**config.mk**
```make
export PLATFORM = sky130hd
export DESIGN_NAME = sample_ring_ctrl
export DESIGN_NICKNAME = d
export VERILOG_FILES = /design/src/rtl/sample_ring_pkg.sv /design/src/rtl/sample_ring_dp.sv /design/src/rtl/sample_ring_fsm.sv /design/src/rtl/sample_ring_ctrl.sv
export SDC_FILE = /design/constraint.sdc
export NUM_CORES = 1
export LEC_CHECK = 0
export ABC_AREA = 1
export CAP_MARGIN = 15
export CORE_UTILIZATION = 40
export DETAILED_ROUTE_END_ITERATION = 10
export DONT_BUFFER_PORTS = 1
export PLACE_DENSITY = 0.57
export REMOVE_ABC_BUFFERS = 1
export SLEW_MARGIN = 20
export SYNTH_ARGS = -nofsm -noshare
export SYNTH_HDL_FRONTEND = slang
export SYNTH_SLANG_ARGS = --single-unit
```
**constraint.sdc**
```tcl
create_clock -name clk -period 5.9 [get_ports clk]
set_input_delay 1.77 -clock clk [delete_from_list [all_inputs] [get_ports clk]]
set_output_delay 1.77 -clock clk [all_outputs]
set_load 0.01 [all_outputs]
```
**src/rtl/sample_ring_pkg.sv**
```systemverilog
package sample_ring_pkg;

  typedef struct packed {
    logic ptrAdvance;
    logic loadRead;
    logic colStep;
    logic chanFirst;
    logic chanNext;
  } ringStrobes_t;

  typedef enum logic [2:0] {
    ST_IDLE,
    ST_WRITE,
    ST_FROZEN,
    ST_HEAD,
    ST_COLOVH,
    ST_CHAN,
    ST_TRAIL
  } ringState_t;

endpackage

```
**src/rtl/sample_ring_dp.sv**
```systemverilog
module sample_ring_dp
  import sample_ring_pkg::*;
#(
  parameter int CELLS     = 511,
  parameter int DEPTH_MID = 256,
  parameter int DEPTH_LOW = 128,
  parameter int NSIG      = 72,
  parameter int NDUM      = 4,
  localparam int CW  = $clog2(CELLS),
  localparam int NCH = NSIG + NDUM,
  localparam int CHW = $clog2(NCH)
) (
  input  logic            clk,
  input  logic            rstN,
  input  ringStrobes_t    strb,
  input  logic [1:0]      depthSel,
  input  logic [1:0]      chanMode,
  input  logic [NSIG-1:0] hitMask,
  input  logic [NSIG-1:0] selMask,
  output logic [CW-1:0]   wrPtr,
  output logic [CW-1:0]   colAddr,
  output logic [CHW-1:0]  chanSel,
  output logic            hasAny,
  output logic            hasNext,
  output logic            isLastCol
);

  logic [NCH-1:0] selVec;
  logic [NCH-1:0] newSel;
  logic [CW:0]    depthLen;
  logic [CW:0]    startSum;
  logic [CW-1:0]  startCol;
  logic [CW-1:0]  newestCol;
  logic [CHW-1:0] firstIdx;
  logic [CHW-1:0] nextIdx;

  function automatic logic [CW-1:0] ringInc(input logic [CW-1:0] v);
    return (v == CW'(CELLS - 1)) ? '0 : v + 1'b1;
  endfunction

  always_comb begin
    unique case (depthSel)
      2'd1:    depthLen = (CW+1)'(DEPTH_MID);
      2'd2:    depthLen = (CW+1)'(DEPTH_LOW);
      default: depthLen = (CW+1)'(CELLS);
    endcase
    startSum = {1'b0, wrPtr} + (CW+1)'(CELLS) - depthLen;
    startCol = (startSum >= (CW+1)'(CELLS)) ? CW'(startSum - (CW+1)'(CELLS)) : CW'(startSum);
    newestCol = (wrPtr == '0) ? CW'(CELLS - 1) : wrPtr - 1'b1;
  end

  always_comb begin
    unique case (chanMode)
      2'd1:    newSel = {{NDUM{1'b0}}, hitMask};
      2'd2:    newSel = {{NDUM{1'b0}}, selMask};
      default: newSel = '1;
    endcase
  end

  always_comb begin
    firstIdx = '0;
    nextIdx  = '0;
    hasNext  = 1'b0;
    for (int i = NCH - 1; i >= 0; i--) begin
      if (selVec[i]) firstIdx = CHW'(i);
      if (selVec[i] && (CHW'(i) > chanSel)) begin
        nextIdx = CHW'(i);
        hasNext = 1'b1;
      end
    end
  end

  assign hasAny    = |selVec;
  assign isLastCol = (colAddr == newestCol);

  always_ff @(posedge clk) begin
    if (!rstN) begin
      wrPtr   <= '0;
      colAddr <= '0;
      chanSel <= '0;
      selVec  <= '0;
    end else begin
      if (strb.ptrAdvance) wrPtr <= ringInc(wrPtr);
      if (strb.loadRead) begin
        colAddr <= startCol;
        selVec  <= newSel;
      end else if (strb.colStep) begin
        colAddr <= ringInc(colAddr);
      end
      if (strb.chanFirst)     chanSel <= firstIdx;
      else if (strb.chanNext) chanSel <= nextIdx;
    end
  end

  AST_PTR_RANGE: assert property (@(posedge clk) disable iff (!rstN)
    wrPtr < CW'(CELLS));
  AST_PTR_WRAP: assert property (@(posedge clk) disable iff (!rstN)
    (strb.ptrAdvance && wrPtr == CW'(CELLS - 1)) |=> (wrPtr == '0));
  AST_PTR_HELD: assert property (@(posedge clk) disable iff (!rstN)
    !strb.ptrAdvance |=> $stable(wrPtr));
  AST_COL_RANGE: assert property (@(posedge clk) disable iff (!rstN)
    colAddr < CW'(CELLS));
  AST_CHAN_CHOSEN: assert property (@(posedge clk) disable iff (!rstN)
    (strb.chanFirst || strb.chanNext) |=> selVec[chanSel]);

endmodule

```
**src/rtl/sample_ring_fsm.sv**
```systemverilog
module sample_ring_fsm
  import sample_ring_pkg::*;
#(
  parameter int HDR = 9,
  parameter int OVH = 3,
  parameter int TRL = 70,
  localparam int MAXP = (HDR > OVH) ? ((HDR > TRL) ? HDR : TRL) : ((OVH > TRL) ? OVH : TRL),
  localparam int PW   = $clog2(MAXP + 1)
) (
  input  logic         clk,
  input  logic         rstN,
  input  logic         writeEn,
  input  logic         trigExt,
  input  logic         trigLocal,
  input  logic         readStart,
  input  logic         hasAny,
  input  logic         hasNext,
  input  logic         isLastCol,
  output ringStrobes_t strb,
  output logic         writing,
  output logic         frozen,
  output logic         reading,
  output logic         chanValid,
  output logic         lastColValid,
  output logic         done
);

  ringState_t state, stateNxt;
  logic [PW-1:0] cnt, cntNxt;
  logic trig;

  assign trig = trigExt | trigLocal;

  always_comb begin
    stateNxt = state;
    cntNxt   = cnt + 1'b1;
    strb     = '0;
    unique case (state)
      ST_IDLE: if (writeEn) stateNxt = ST_WRITE;
      ST_WRITE: begin
        if (trig) stateNxt = ST_FROZEN;
        else      strb.ptrAdvance = 1'b1;
      end
      ST_FROZEN: if (readStart) begin
        stateNxt = ST_HEAD;
        strb.loadRead = 1'b1;
        cntNxt = '0;
      end
      ST_HEAD: if (cnt == PW'(HDR - 1)) begin
        stateNxt = ST_COLOVH;
        cntNxt = '0;
      end
      ST_COLOVH: if (cnt == PW'(OVH - 1)) begin
        cntNxt = '0;
        if (hasAny) begin
          stateNxt = ST_CHAN;
          strb.chanFirst = 1'b1;
        end else if (isLastCol) begin
          stateNxt = ST_TRAIL;
        end else begin
          strb.colStep = 1'b1;
        end
      end
      ST_CHAN: begin
        cntNxt = '0;
        if (hasNext) begin
          strb.chanNext = 1'b1;
        end else if (isLastCol) begin
          stateNxt = ST_TRAIL;
        end else begin
          stateNxt = ST_COLOVH;
          strb.colStep = 1'b1;
        end
      end
      ST_TRAIL: if (cnt == PW'(TRL - 1)) stateNxt = ST_IDLE;
      default: stateNxt = ST_IDLE;
    endcase
  end

  always_ff @(posedge clk) begin
    if (!rstN) begin
      state <= ST_IDLE;
      cnt   <= '0;
    end else begin
      state <= stateNxt;
      cnt   <= cntNxt;
    end
  end

  assign writing      = (state == ST_WRITE);
  assign frozen       = (state == ST_FROZEN);
  assign reading      = (state == ST_HEAD) || (state == ST_COLOVH) || (state == ST_CHAN) || (state == ST_TRAIL);
  assign chanValid    = (state == ST_CHAN);
  assign lastColValid = (state == ST_TRAIL);
  assign done         = (state == ST_TRAIL) && (cnt == PW'(TRL - 1));

  AST_TRIG_FREEZES: assert property (@(posedge clk) disable iff (!rstN)
    (writing && trig) |=> frozen);
  AST_PHASE_EXCLUSIVE: assert property (@(posedge clk) disable iff (!rstN)
    $onehot0({writing, frozen, reading}));
  AST_DONE_ENDS: assert property (@(posedge clk) disable iff (!rstN)
    done |=> (!reading && !writing && !frozen));
  AST_IDLE_HOLDS: assert property (@(posedge clk) disable iff (!rstN)
    (state == ST_IDLE && !writeEn) |=> (state == ST_IDLE));
  AST_FROZEN_WAITS: assert property (@(posedge clk) disable iff (!rstN)
    (frozen && !readStart) |=> frozen);

endmodule

```
**src/rtl/sample_ring_ctrl.sv**
```systemverilog
module sample_ring_ctrl
  import sample_ring_pkg::*;
#(
  parameter int CELLS     = 511,
  parameter int DEPTH_MID = 256,
  parameter int DEPTH_LOW = 128,
  parameter int NSIG      = 72,
  parameter int NDUM      = 4,
  parameter int HDR       = 9,
  parameter int OVH       = 3,
  parameter int TRL       = 70,
  localparam int CW  = $clog2(CELLS),
  localparam int CHW = $clog2(NSIG + NDUM)
) (
  input  logic            clk,
  input  logic            rstN,
  input  logic            writeEn,
  input  logic            trigExt,
  input  logic            trigLocal,
  input  logic            readStart,
  input  logic [1:0]      depthSel,
  input  logic [1:0]      chanMode,
  input  logic [NSIG-1:0] hitMask,
  input  logic [NSIG-1:0] selMask,
  output logic            writing,
  output logic            frozen,
  output logic [CW-1:0]   wrPtr,
  output logic            reading,
  output logic [CW-1:0]   colAddr,
  output logic            chanValid,
  output logic [CHW-1:0]  chanSel,
  output logic            lastColValid,
  output logic [CW-1:0]   lastCol,
  output logic            done
);

  ringStrobes_t strb;
  logic hasAny, hasNext, isLastCol;

  sample_ring_fsm #(.HDR(HDR), .OVH(OVH), .TRL(TRL)) fsm_i (
    .clk(clk), .rstN(rstN), .writeEn(writeEn), .trigExt(trigExt),
    .trigLocal(trigLocal), .readStart(readStart), .hasAny(hasAny),
    .hasNext(hasNext), .isLastCol(isLastCol), .strb(strb),
    .writing(writing), .frozen(frozen), .reading(reading),
    .chanValid(chanValid), .lastColValid(lastColValid), .done(done)
  );

  sample_ring_dp #(.CELLS(CELLS), .DEPTH_MID(DEPTH_MID), .DEPTH_LOW(DEPTH_LOW),
                   .NSIG(NSIG), .NDUM(NDUM)) dp_i (
    .clk(clk), .rstN(rstN), .strb(strb), .depthSel(depthSel),
    .chanMode(chanMode), .hitMask(hitMask), .selMask(selMask),
    .wrPtr(wrPtr), .colAddr(colAddr), .chanSel(chanSel),
    .hasAny(hasAny), .hasNext(hasNext), .isLastCol(isLastCol)
  );

  assign lastCol = lastColValid ? colAddr : '0;

endmodule

```
==> results of run 1 <==
-- cell type report --
class / instances / area share [%]
well taps: 275 / 3.753
flip-flops and latches: 108 / 23.58
repair buffers: 10 / 0.9552
clock buffers: 10 / 2.606
inverters: 203 / 8.338
clock inverters: 5 / 1.174
multi-input cells: 1132 / 59.59
-- power groups by stage --
stage	Sequential, mW	Clock [mW]	Combinational, mW
2_1_floorplan	0.988	0	1.74
3_3_place_gp	1.05	0	2.24
3_5_place_dp	1.05	0	2.24
4_1_cts	1.03	0.736	2.25
5_1_grt	1.05	0.765	2.65
6_report	1.03	0.714	2.27
-- state kept, by name (all words and copies together) (netlist names) --
| name | flops |
|---|---|
| dp_i.wrPtr | 9 |
| fsm_i.state | 3 |
| dp_i.selVec | 73 |
| dp_i.colAddr | 9 |
| dp_i.chanSel | 7 |
| fsm_i.cnt | 7 |
-- cells in the final DEF, fill, tap and decap left out, types with 3 or more instances in the layout --
master | netlist | final
o211ai_1 | 14 | 14
o21bai_1 | 4 | 4
inv_2 | 5 | 5
ha_1 | 25 | 23
inv_1 | 195 | 195
nor3b_1 | 4 | 4
a31oi_1 | 82 | 82
nand2_1 | 495 | 495
a21oi_1 | 43 | 43
o21ai_0 | 144 | 144
buf_4 | 1 | 9
nor3_1 | 33 | 33
nand3_1 | 37 | 37
xor2_1 | 18 | 18
o31ai_1 | 3 | 3
a211oi_1 | 8 | 8
nand3b_1 | 4 | 4
bufinv_16 | 0 | 3
nor2_1 | 165 | 163
a221oi_1 | 6 | 6
clkbuf_16 | 0 | 9
nand4_1 | 8 | 8
nor2_2 | 4 | 4
nor4_1 | 6 | 6
xnor2_1 | 4 | 4
dfxtp_1 | 108 | 108
-- logic make-up after synthesis --
logic type,Yosys count,share of synthesized area (%)
xor gates and xnor gates,22,2.247
AOI/OAI and AO/OA,319,21.58
and+or+nand+nor,765,35.78
DFF,108,25.22
buffers and inverters,252,11.29
adders and majority gates,26,3.882
-- cell usage after synthesis (all sizes together) (15+ instances only) --
cell type | n | share of area, %
nand2 | 498 | 22
inv | 201 | 8.8
nor2 | 169 | 7.5
o21ai | 144 | 8.4
dfxtp | 108 | 25
a31oi | 82 | 6.0
a21oi | 45 | 2.7
clkbuf | 44 | 1.9
nand3 | 38 | 2.3
nor3 | 33 | 1.9
ha | 25 | 3.6
xor2 | 18 | 1.8
o211ai | 15 | 1.4
-- layer usage --
layer  vias up  wire [um]  global-route usage, %
li1       4798          -                      -
met1      4104      12220                  31.83
met2       273      11670                  39.91
met3        35       1391                  3.528
met4         0        484                  6.649
met5         -          0                      0
-- how the worst min path moves through the flow --
stage / cells after the start / slack, ns / end / startpoint
6_report: 1 / 0.48 / fsm_i.cnt[0] / fsm_i.cnt[0]
5_1_grt: 1 / 0.51 / fsm_i.cnt[0] / fsm_i.cnt[0]
4_1_cts: 1 / 0.49 / fsm_i.cnt[0] / fsm_i.cnt[0]
3_5_place_dp: 1 / 0.48 / fsm_i.cnt[0] / fsm_i.cnt[0]
3_3_place_gp: 1 / 0.47 / fsm_i.cnt[0] / fsm_i.cnt[0]
2_1_floorplan: 1 / 0.44 / fsm_i.cnt[0] / fsm_i.cnt[0]
-- metrics by stage --
stage               instances  power [mW]  setup WS, ns  util [%]
floorplan                1443       2.726       -0.8157         -
finish                   1743       4.010        0.7869     43.62
detailed placement       1728       3.287        0.4640     41.97
global placement         1728       3.284        0.5438     41.97
global route             1743       4.472        0.2569     43.62
CTS                      1743       4.021        0.8459     43.62
==> flow_metrics.env, run 1 <==
export IMPL_p_switching_mw=1.951
export IMPL_finalHoldViolCount=0
export IMPL_period_share_pct=86.66
export IMPL_holdBufCountCts=0
export IMPL_rr_worst_depth=71
export IMPL_clk_pin_slew_ns=0.08
export IMPL_crit_cells=22
export IMPL_drive_gt1_share_pct=3.406
export IMPL_p_per_area_nw_per_um2=437.4
export IMPL_synth_main_ff_cell="dfxtp_1"
export IMPL_cts_tree="done"
export IMPL_slew_headroom_pct=46.60
export IMPL_place_congestion=0.9108
export IMPL_r2r_slack_ns=1.16
export IMPL_power_frac_clock_pct=17.8
export IMPL_p_int_mw=2.059
export IMPL_placed_area_um2=8822
export IMPL_fin_crit_ns=5.113
export IMPL_stdcell_area_um2=9169
export IMPL_crit_family="simple AND/OR/NAND/NOR gates"
export IMPL_antennaDiodeCount=0
export IMPL_fillers=2316
export IMPL_grt_max_degree=83
export IMPL_async_flop_share_pct=0
export IMPL_path_buf_inv=5
export IMPL_vias_per_cell=5.284
export IMPL_peakVddDrop_mv=0.1551
export IMPL_worstSetupStartpointType="input pin"
export IMPL_slowest_delay_ns=0.39
export IMPL_nets=1644
export IMPL_rows=53
export IMPL_crit_arrival_ns=5.38
export IMPL_p_seq_share_pct=25.7
export IMPL_worst_slew_pin_slew_ns=0.7991
export IMPL_syn_instance_count=1492
export IMPL_slew_violations=0
export IMPL_coreArea_um2=21020
export IMPL_io_buffers=0
export IMPL_yosys_warnings=0
export IMPL_regArea_um2=2162
export IMPL_clk_path_buf_depth=2
export IMPL_fin_setup_tns_ns=0
export IMPL_seq_area_frac_synth_pct=25.22
export IMPL_area_growth_pct=6.931
export IMPL_skew_ns=0.01229
export IMPL_cts_sinks=108
export IMPL_die_w_um=148.4
export IMPL_clock_latency_ns=0.36
export IMPL_h_tree_depth=3
export IMPL_grt_ovfl_total=0
export IMPL_grt_pass1_vias=8421
export IMPL_crit_start="depthSel[0]"
export IMPL_cp_common_cell="inv_1"
export IMPL_maxCapViolCount=0
export IMPL_setup_viol=0
export IMPL_ant_nets=0
export IMPL_grt_usage_pct=23.89
export IMPL_die_y_um=148.4
export IMPL_clockRootBuffer="clkbuf_16"
export IMPL_path_class="input pin to flop"
export IMPL_yosys_cell_types_count=49
export IMPL_avgRoutedWirePerCell_um=14.78
export IMPL_vias=9210
export IMPL_antenna_found_initial=0
export IMPL_netlist_area_um2=8574
export IMPL_multiInputGateArea_um2=5464
export IMPL_grt_setup_unrepaired="false"
export IMPL_first_pass_iters=5
export IMPL_drt_iter0_drc=698
export IMPL_critical_path_max_fanout=7
export IMPL_synth_edf_count=0
export IMPL_cp_end_kind="flop"
export IMPL_initial_core_util_pct=40.79
export IMPL_post_cts_buffers=0
export IMPL_fmax_mhz=195.6
export IMPL_post_route_drc_count=0
export IMPL_cp_slowest_cell="fa_1"
export IMPL_hold_path_class="flop to flop"
export IMPL_routed_wirelength_um=25760
export IMPL_dieArea_um2=22030
export IMPL_r2r_end="dp_i.chanSel[0]"
export IMPL_avgSynthCellArea_um2=5.747
export IMPL_cp_cell_sequence="inv_1, ha_1, inv_1, ha_1, inv_1, fa_1, nor2_1, o21ai_0, nand2_1, a21oi_1, o21ai_0, xnor2_1, nor3_1, nand2_1, or2_2, nand2_1, inv_1, nor3_1, inv_1, o21ai_0, nand3_1, a221oi_1"
export IMPL_p_sw_share_pct=48.65
export IMPL_pin_count=194
export IMPL_grt_pass1_wl_um=42080
export IMPL_worstPathRequired_ns=6.17
export IMPL_rr_startpoint="dp_i.chanSel[6]"
export IMPL_ys_ff_latch=108
export IMPL_numCtsBuffers=9
export IMPL_status="finished clean"
export IMPL_place_hpwl_um=19230
export IMPL_cts_resized_gates=0
export IMPL_p_leak_nw=4.144
export IMPL_p_comb_share_pct=56.5
export IMPL_crit_end="dp_i.colAddr[4]"
export IMPL_whs_ns=0.4847
No activity file was read; power rests on OpenSTA's default activity.
==> inputs of run 2 (changes only) <==
- ABC_AREA: 1 -> default
==> run 2 against run 1 <==
Against the previous run: cell area is 10% higher; clock power fell by 3.5%; critical path depth is 7 lower; wire length increased by 25%; non-clock buffer count rose by 9; count of clock-buffer cells in the layout grew 1; worst hold slack gained 0.0021 ns; via count is 12% higher; critical path type unchanged; largest power group unchanged.
==> flow_metrics.env, run 2 <==
export IMPL_status="finished clean"
export IMPL_numCtsBuffers=9
export IMPL_yosys_area_share_xor_xnor_pct=2.785
export IMPL_h_tree_depth=3
export IMPL_path_class="input pin to flop"
export IMPL_power_mw=3.954
export IMPL_initial_core_util_pct=41.17
export IMPL_stdcell_area_um2=10120
export IMPL_synth_compound_area_share_pct=36.55
export IMPL_cts_sinks=108
export IMPL_final_common_cell="nor2_1"
export IMPL_vias=10318
export IMPL_area_growth_pct=3.824
export IMPL_drive_gt1_share_pct=6.140
export IMPL_clockRootBuffer="clkbuf_16"
export IMPL_clk_path_buf_depth=2
export IMPL_die_w_um=158.1
export IMPL_clk_pin_slew_ns=0.08
export IMPL_layout_common_cells="nor2_1, dfxtp_1, a211oi_1, nand2_1, a221oi_1"
export IMPL_maxCapViolCount=0
export IMPL_ys_top_cells_by_area="dfxtp_1, a211oi_1, a221oi_1, nor2_1, o21ai_0"
export IMPL_yosysTopAreaCellShare_pct=22.17
export IMPL_holdBufCountCts=0
export IMPL_yosys_cell_types_count=94
export IMPL_dieArea_um2=25010
export IMPL_synth_area_leader_cell="dfxtp_1"
export IMPL_worstSetupStartpointType="input pin"
export IMPL_grt_setup_unrepaired="false"
export IMPL_place_ws_ns=0.7256
export IMPL_synth_main_ff_cell="dfxtp_1"
export IMPL_peakVddDrop_mv=0.2078
export IMPL_antennaDiodeCount=0
export IMPL_syn_instance_count=1331
export IMPL_p_per_area_nw_per_um2=390.6
export IMPL_fin_setup_tns_ns=0
export IMPL_worst_slew_pin_slew_ns=1.201
export IMPL_p_seq_share_pct=26.4
export IMPL_worstPathRequired_ns=6.18
export IMPL_netlist_area_um2=9751
export IMPL_avgSynthCellArea_um2=7.326
export IMPL_grt_usage_pct=26.15
export IMPL_p_switching_mw=1.925
export IMPL_largestRegisters="dp_i.selVec: 73 flops, dp_i.colAddr: 9 flops, dp_i.wrPtr: 9 flops"
export IMPL_nets=1429
export IMPL_async_flop_share_pct=0
export IMPL_place_congestion=0.9898
export IMPL_synth_edf_count=0
export IMPL_post_route_drc_count=0
export IMPL_muxShareOfSynthArea_pct=0.8341
export IMPL_crit_start="depthSel[0]"
export IMPL_synth_fa_ha_area_share_pct=3.413
export IMPL_post_place_cells=1557
export IMPL_instances_no_fill=1573
export IMPL_synth_top_family_by_area="compound AO/OA/AOI/OAI gates"
export IMPL_period_share_pct=81.15
export IMPL_p_sw_share_pct=48.69
export IMPL_clock_latency_ns=0.36
export IMPL_setup_slack_ns=1.112
export IMPL_grt_max_degree=82
export IMPL_post_cts_buffers=0
export IMPL_slew_violations=0
export IMPL_rr_startpoint="dp_i.chanSel[2]"
export IMPL_cp_end_kind="flop"
export IMPL_routed_wirelength_um=32290
export IMPL_p_int_mw=2.029
export IMPL_synthTopCellsByCount="nor2_1, dfxtp_1, a211oi_1, nand2_1, clkbuf_1"
export IMPL_yosys_cell_count_top_type="nor2_1"
export IMPL_ys_ff_latch=108
export IMPL_largest_register="dp_i.selVec"
export IMPL_cts_resized_gates=0
export IMPL_vias_per_cell=6.559
export IMPL_skew_ns=0.01014
export IMPL_crit_arrival_ns=5.06
export IMPL_avgRoutedWirePerCell_um=20.53
export IMPL_first_pass_iters=5
export IMPL_p_leak_nw=3.379
export IMPL_pin_count=194
export IMPL_hold_path_startpoint="fsm_i.cnt[0]"
export IMPL_yosys_area_share_simple_pct=26.79
export IMPL_antenna_found_initial=0
export IMPL_yosys_warnings=0
export IMPL_setup_viol=0
export IMPL_ant_nets=0
export IMPL_grt_pass1_vias=9227
export IMPL_fmax_mhz=208.9
export IMPL_critical_path_max_fanout=8
export IMPL_die_y_um=158.1
export IMPL_largest_reg_flops=73
export IMPL_seq_area_frac_synth_pct=22.17
export IMPL_drt_iter0_drc=904
export IMPL_finalHoldViolCount=0
export IMPL_p_comb_share_pct=56.2
export IMPL_hold_path_class="flop to flop"
export IMPL_grt_pass1_wl_um=51400
export IMPL_place_hpwl_um=24230
export IMPL_placed_area_um2=9778
export IMPL_slew_headroom_pct=17.88
export IMPL_grt_ovfl_total=0
export IMPL_power_frac_clock_pct=17.4
export IMPL_coreArea_um2=23680
export IMPL_cts_tree="done"
export IMPL_rows=56
export IMPL_io_buffers=0
export IMPL_fin_crit_ns=4.788
==> run 2: changes by cell type after synthesis, sizes merged, moves of 19 or more <==
cell / change
buf: +27
a31oi: -60
nand2: -416
o21ai: -68
nor4: +33
nand2b: +19
clkbuf: +36
inv: -152
a211oi: +82
a221oi: +71
==> run 2: cell type report <==
cell class,instances,area (um2)
fill,2514,13560
multi-input combinational,1061,6882
sequential,108,2162
tap,319,399.1
clock buffer,11,252.7
inverter,50,190.2
timing repair buffer,19,155.1
clock inverter,5,82.58
==> run 2: worst paths after layout <==
kind                endpoint  slack [ns]  depth (start not counted)
max          dp_i.colAddr[1]        1.11                         15
min             fsm_i.cnt[0]        0.49                          1
max reg2reg  dp_i.colAddr[8]        1.81                         10
min reg2reg     fsm_i.cnt[0]        0.49                          1
==> run 2: worst max-delay path: stages <==
cell and delay, ns:
inv_1 0.02, ha_1 0.33, inv_1 0.21, ha_1 0.25
inv_1 0.07, fa_1 0.40, nand2b_1 0.18, a21oi_1 0.19
nor3_1 0.08, xor2_1 0.26, nor3_1 0.13, a21oi_1 0.58
mux2i_1 0.17, o22a_1 0.21, a211oi_1 0.22
==> run 2: per-stage QoR <==
step           hold WS, ns  utilization [%]
6_report            0.4868            42.75
5_1_grt             0.5398            42.75
4_1_cts             0.4939            42.70
3_5_place_dp        0.4767            41.29
3_3_place_gp        0.4651            41.29
2_1_floorplan       0.4449                -
==> run 2: routing by layer <==
| layer | global-route usage, % | routed length, um | up-vias |
|---|---|---|---|
| li1 | - | - | 4965 |
| met1 | 36.77 | 14850 | 4824 |
| met2 | 39.16 | 13960 | 468 |
| met3 | 5.119 | 2563 | 61 |
| met4 | 9.478 | 914 | 0 |
| met5 | 0 | 0 | - |
==> run 2: cells by family after synthesis <==
| kind of cell | after synthesis |
|---|---|
| AO/OA/AOI/OAI | 490 |
| AND/OR/NAND/NOR | 506 |
| XOR/XNOR | 31 |
| buffers and inverters | 162 |
| adder cells (fa/ha/maj) | 26 |
| multiplexers | 8 |
| flip-flops | 108 |
==> run 2: power groups by stage <==
stage                     combinational [mW]  sequential, mW  clock, mW
after detailed placement                2.17            1.05          0
after CTS                               2.18            1.04      0.709
final                                   2.22            1.04      0.689
after global placement                  2.17            1.05          0
after floorplan                         1.48            1.06          0
after global routing                    2.44            1.06      0.738
==> inputs of run 3 (changes only) <==
- clock period: 5.9 -> 4.54 ns (I/O delays scaled with it)
==> run 3 against run 2 <==
Against the previous run: setup slack worse by 0.66 ns; sequential share of layout area fell by 0.41 points; critical path depth unchanged; via count increased by 2.1%; die area stayed put; cell area is 2.0% higher; register-to-register slack worse by 1.2 ns; non-clock buffer count rose by 28; clock skew down 0.0019 ns; utilization increased by 0.85 points; sequential power increased by 33%; worst hold slack about the same; critical endpoint is now dp_i.colAddr[4]; largest cell class unchanged; highest routed layer unchanged.
==> flow_metrics.env, run 3 (same netlist as run 2, synthesis figures left out) <==
export IMPL_maxCapViolCount=0
export IMPL_clk_pin_slew_ns=0.08
export IMPL_p_per_area_nw_per_um2=502.0
export IMPL_fmax_mhz=244.7
export IMPL_dieArea_um2=25010
export IMPL_place_congestion=1.009
export IMPL_numCtsBuffers=9
export IMPL_multiInputGateArea_um2=6882
export IMPL_path_buf_inv=3
export IMPL_antenna_found_initial=0
export IMPL_antennaDiodeCount=0
export IMPL_cp_slowest_cell="fa_1"
export IMPL_grt_ovfl_total=0
export IMPL_coreArea_um2=23680
export IMPL_setup_viol=0
export IMPL_holdBufCountCts=0
export IMPL_vias=10530
export IMPL_routed_wirelength_um=32950
export IMPL_p_leak_nw=3.507
export IMPL_cp_end_kind="flop"
export IMPL_fin_crit_ns=4.086
export IMPL_crit_arrival_ns=4.38
export IMPL_hold_path_class="flop to flop"
export IMPL_r2r_slack_ns=0.62
export IMPL_vias_per_cell=6.577
export IMPL_r2r_end="dp_i.colAddr[2]"
export IMPL_grt_max_degree=81
export IMPL_die_y_um=158.1
export IMPL_ant_nets=0
export IMPL_grt_pass1_vias=9201
export IMPL_cts_tree="done"
export IMPL_cp_cell_sequence="inv_1, ha_1, inv_1, ha_1, inv_1, fa_1, nand2b_1, o2bb2ai_1, xnor2_1, nand4_1, nor3_1, a21oi_1, o311a_1, a211o_1, a31oi_1"
export IMPL_nets=1457
export IMPL_place_hpwl_um=25110
export IMPL_first_pass_iters=5
export IMPL_layout_common_cells="nor2_1, dfxtp_1, a211oi_1, nand2_1, a221oi_1"
export IMPL_post_cts_buffers=0
export IMPL_hold_depth=1
export IMPL_whs_endpoint="fsm_i.cnt[0]"
export IMPL_worstSetupStartpointType="input pin"
export IMPL_finalHoldViolCount=0
export IMPL_largest_reg_flops=73
export IMPL_clock_latency_ns=0.37
export IMPL_die_w_um=158.1
export IMPL_cts_sinks=108
export IMPL_grt_usage_pct=26.20
export IMPL_instances_no_fill=1601
export IMPL_critical_path_max_fanout=8
export IMPL_path_class="input pin to flop"
export IMPL_status="finished clean"
export IMPL_drive_gt1_share_pct=8.190
export IMPL_worst_slew_pin_slew_ns=1.274
export IMPL_final_common_cell="nor2_1"
export IMPL_regArea_um2=2162
export IMPL_io_buffers=0
export IMPL_cts_resized_gates=0
export IMPL_area_growth_pct=5.878
export IMPL_grt_pass1_wl_um=51280
export IMPL_worstPathRequired_ns=4.84
export IMPL_rr_startpoint="dp_i.chanSel[1]"
export IMPL_rr_worst_depth=11
export IMPL_power_mw=5.182
export IMPL_avgRoutedWirePerCell_um=20.58
export IMPL_fillers=2483
export IMPL_cp_common_cell="inv_1"
export IMPL_slowest_delay_ns=0.40
export IMPL_hold_path_startpoint="fsm_i.cnt[0]"
export IMPL_crit_family="compound AO/OA/AOI/OAI gates"
export IMPL_initial_core_util_pct=41.17
export IMPL_slew_headroom_pct=12.87
export IMPL_peakVddDrop_mv=0.2901
export IMPL_rows=56
export IMPL_clk_path_buf_depth=2
export IMPL_post_route_drc_count=0
export IMPL_post_place_cells=1585
export IMPL_h_tree_depth=3
export IMPL_clockRootBuffer="clkbuf_16"
export IMPL_largestRegisters="dp_i.selVec: 73 flops, dp_i.colAddr: 9 flops, dp_i.wrPtr: 9 flops"
export IMPL_slew_violations=0
export IMPL_drt_iter0_drc=942
export IMPL_period_share_pct=90.00
export IMPL_pin_count=194
export IMPL_largest_register="dp_i.selVec"
export IMPL_skew_ns=0.008282
export IMPL_grt_setup_unrepaired="false"
run 3: report_power, final:
part	internal (mW)	leakage (nW)	switching (mW)
clock	0.433	0.144	0.400
combinational	1.12	2.49	1.85
sequential	1.07	0.874	0.310
total	2.62	3.51	2.56
run 3: layout make-up:
class | instances | area share [%]
clock buffers | 9 | 2.182
inverters | 50 | 1.842
well taps | 319 | 3.866
repair buffers | 47 | 3.781
clock inverters | 7 | 0.7272
multi-input cells | 1061 | 66.66
flip-flops and latches | 108 | 20.94
run 3: worst max-delay path by stage:
| stage | start | to | cells past startpoint |
|---|---|---|---|
| after floorplan | readStart | dp_i.colAddr[4] | 4 |
| after global placement | depthSel[0] | dp_i.colAddr[4] | 15 |
| after detailed placement | depthSel[0] | dp_i.colAddr[4] | 15 |
| after CTS | depthSel[0] | dp_i.colAddr[4] | 15 |
| after global routing | depthSel[0] | dp_i.colAddr[5] | 14 |
| final | depthSel[0] | dp_i.colAddr[4] | 15 |
run 3: layer usage:
| metal | global-route usage, % | vias to the layer above | part of all wire [%] |
|---|---|---|---|
| met1 | 36.91 | 4941 | 46 |
| met3 | 3.805 | 55 | 7.4 |
| li1 | - | 5040 | - |
| met5 | 0 | - | 0 |
| met2 | 40.43 | 494 | 44 |
| met4 | 8.929 | 0 | 2.7 |
run 3: through the flow:
step / utilization, % / hold slack [ns] / setup WS, ns / instance area (um2) / setup TNS, ns
global route: 43.59 / 0.5127 / 0.2168 / 10320 / 0
finish: 43.59 / 0.4865 / 0.4540 / 10320 / 0
floorplan: - / 0.4449 / -0.2399 / 9214 / -0.2832
CTS: 43.55 / 0.4938 / 0.4524 / 10310 / 0
global placement: 42.28 / 0.4709 / 0.1606 / 10010 / 0
detailed placement: 42.28 / 0.4753 / 0.08362 / 10010 / 0
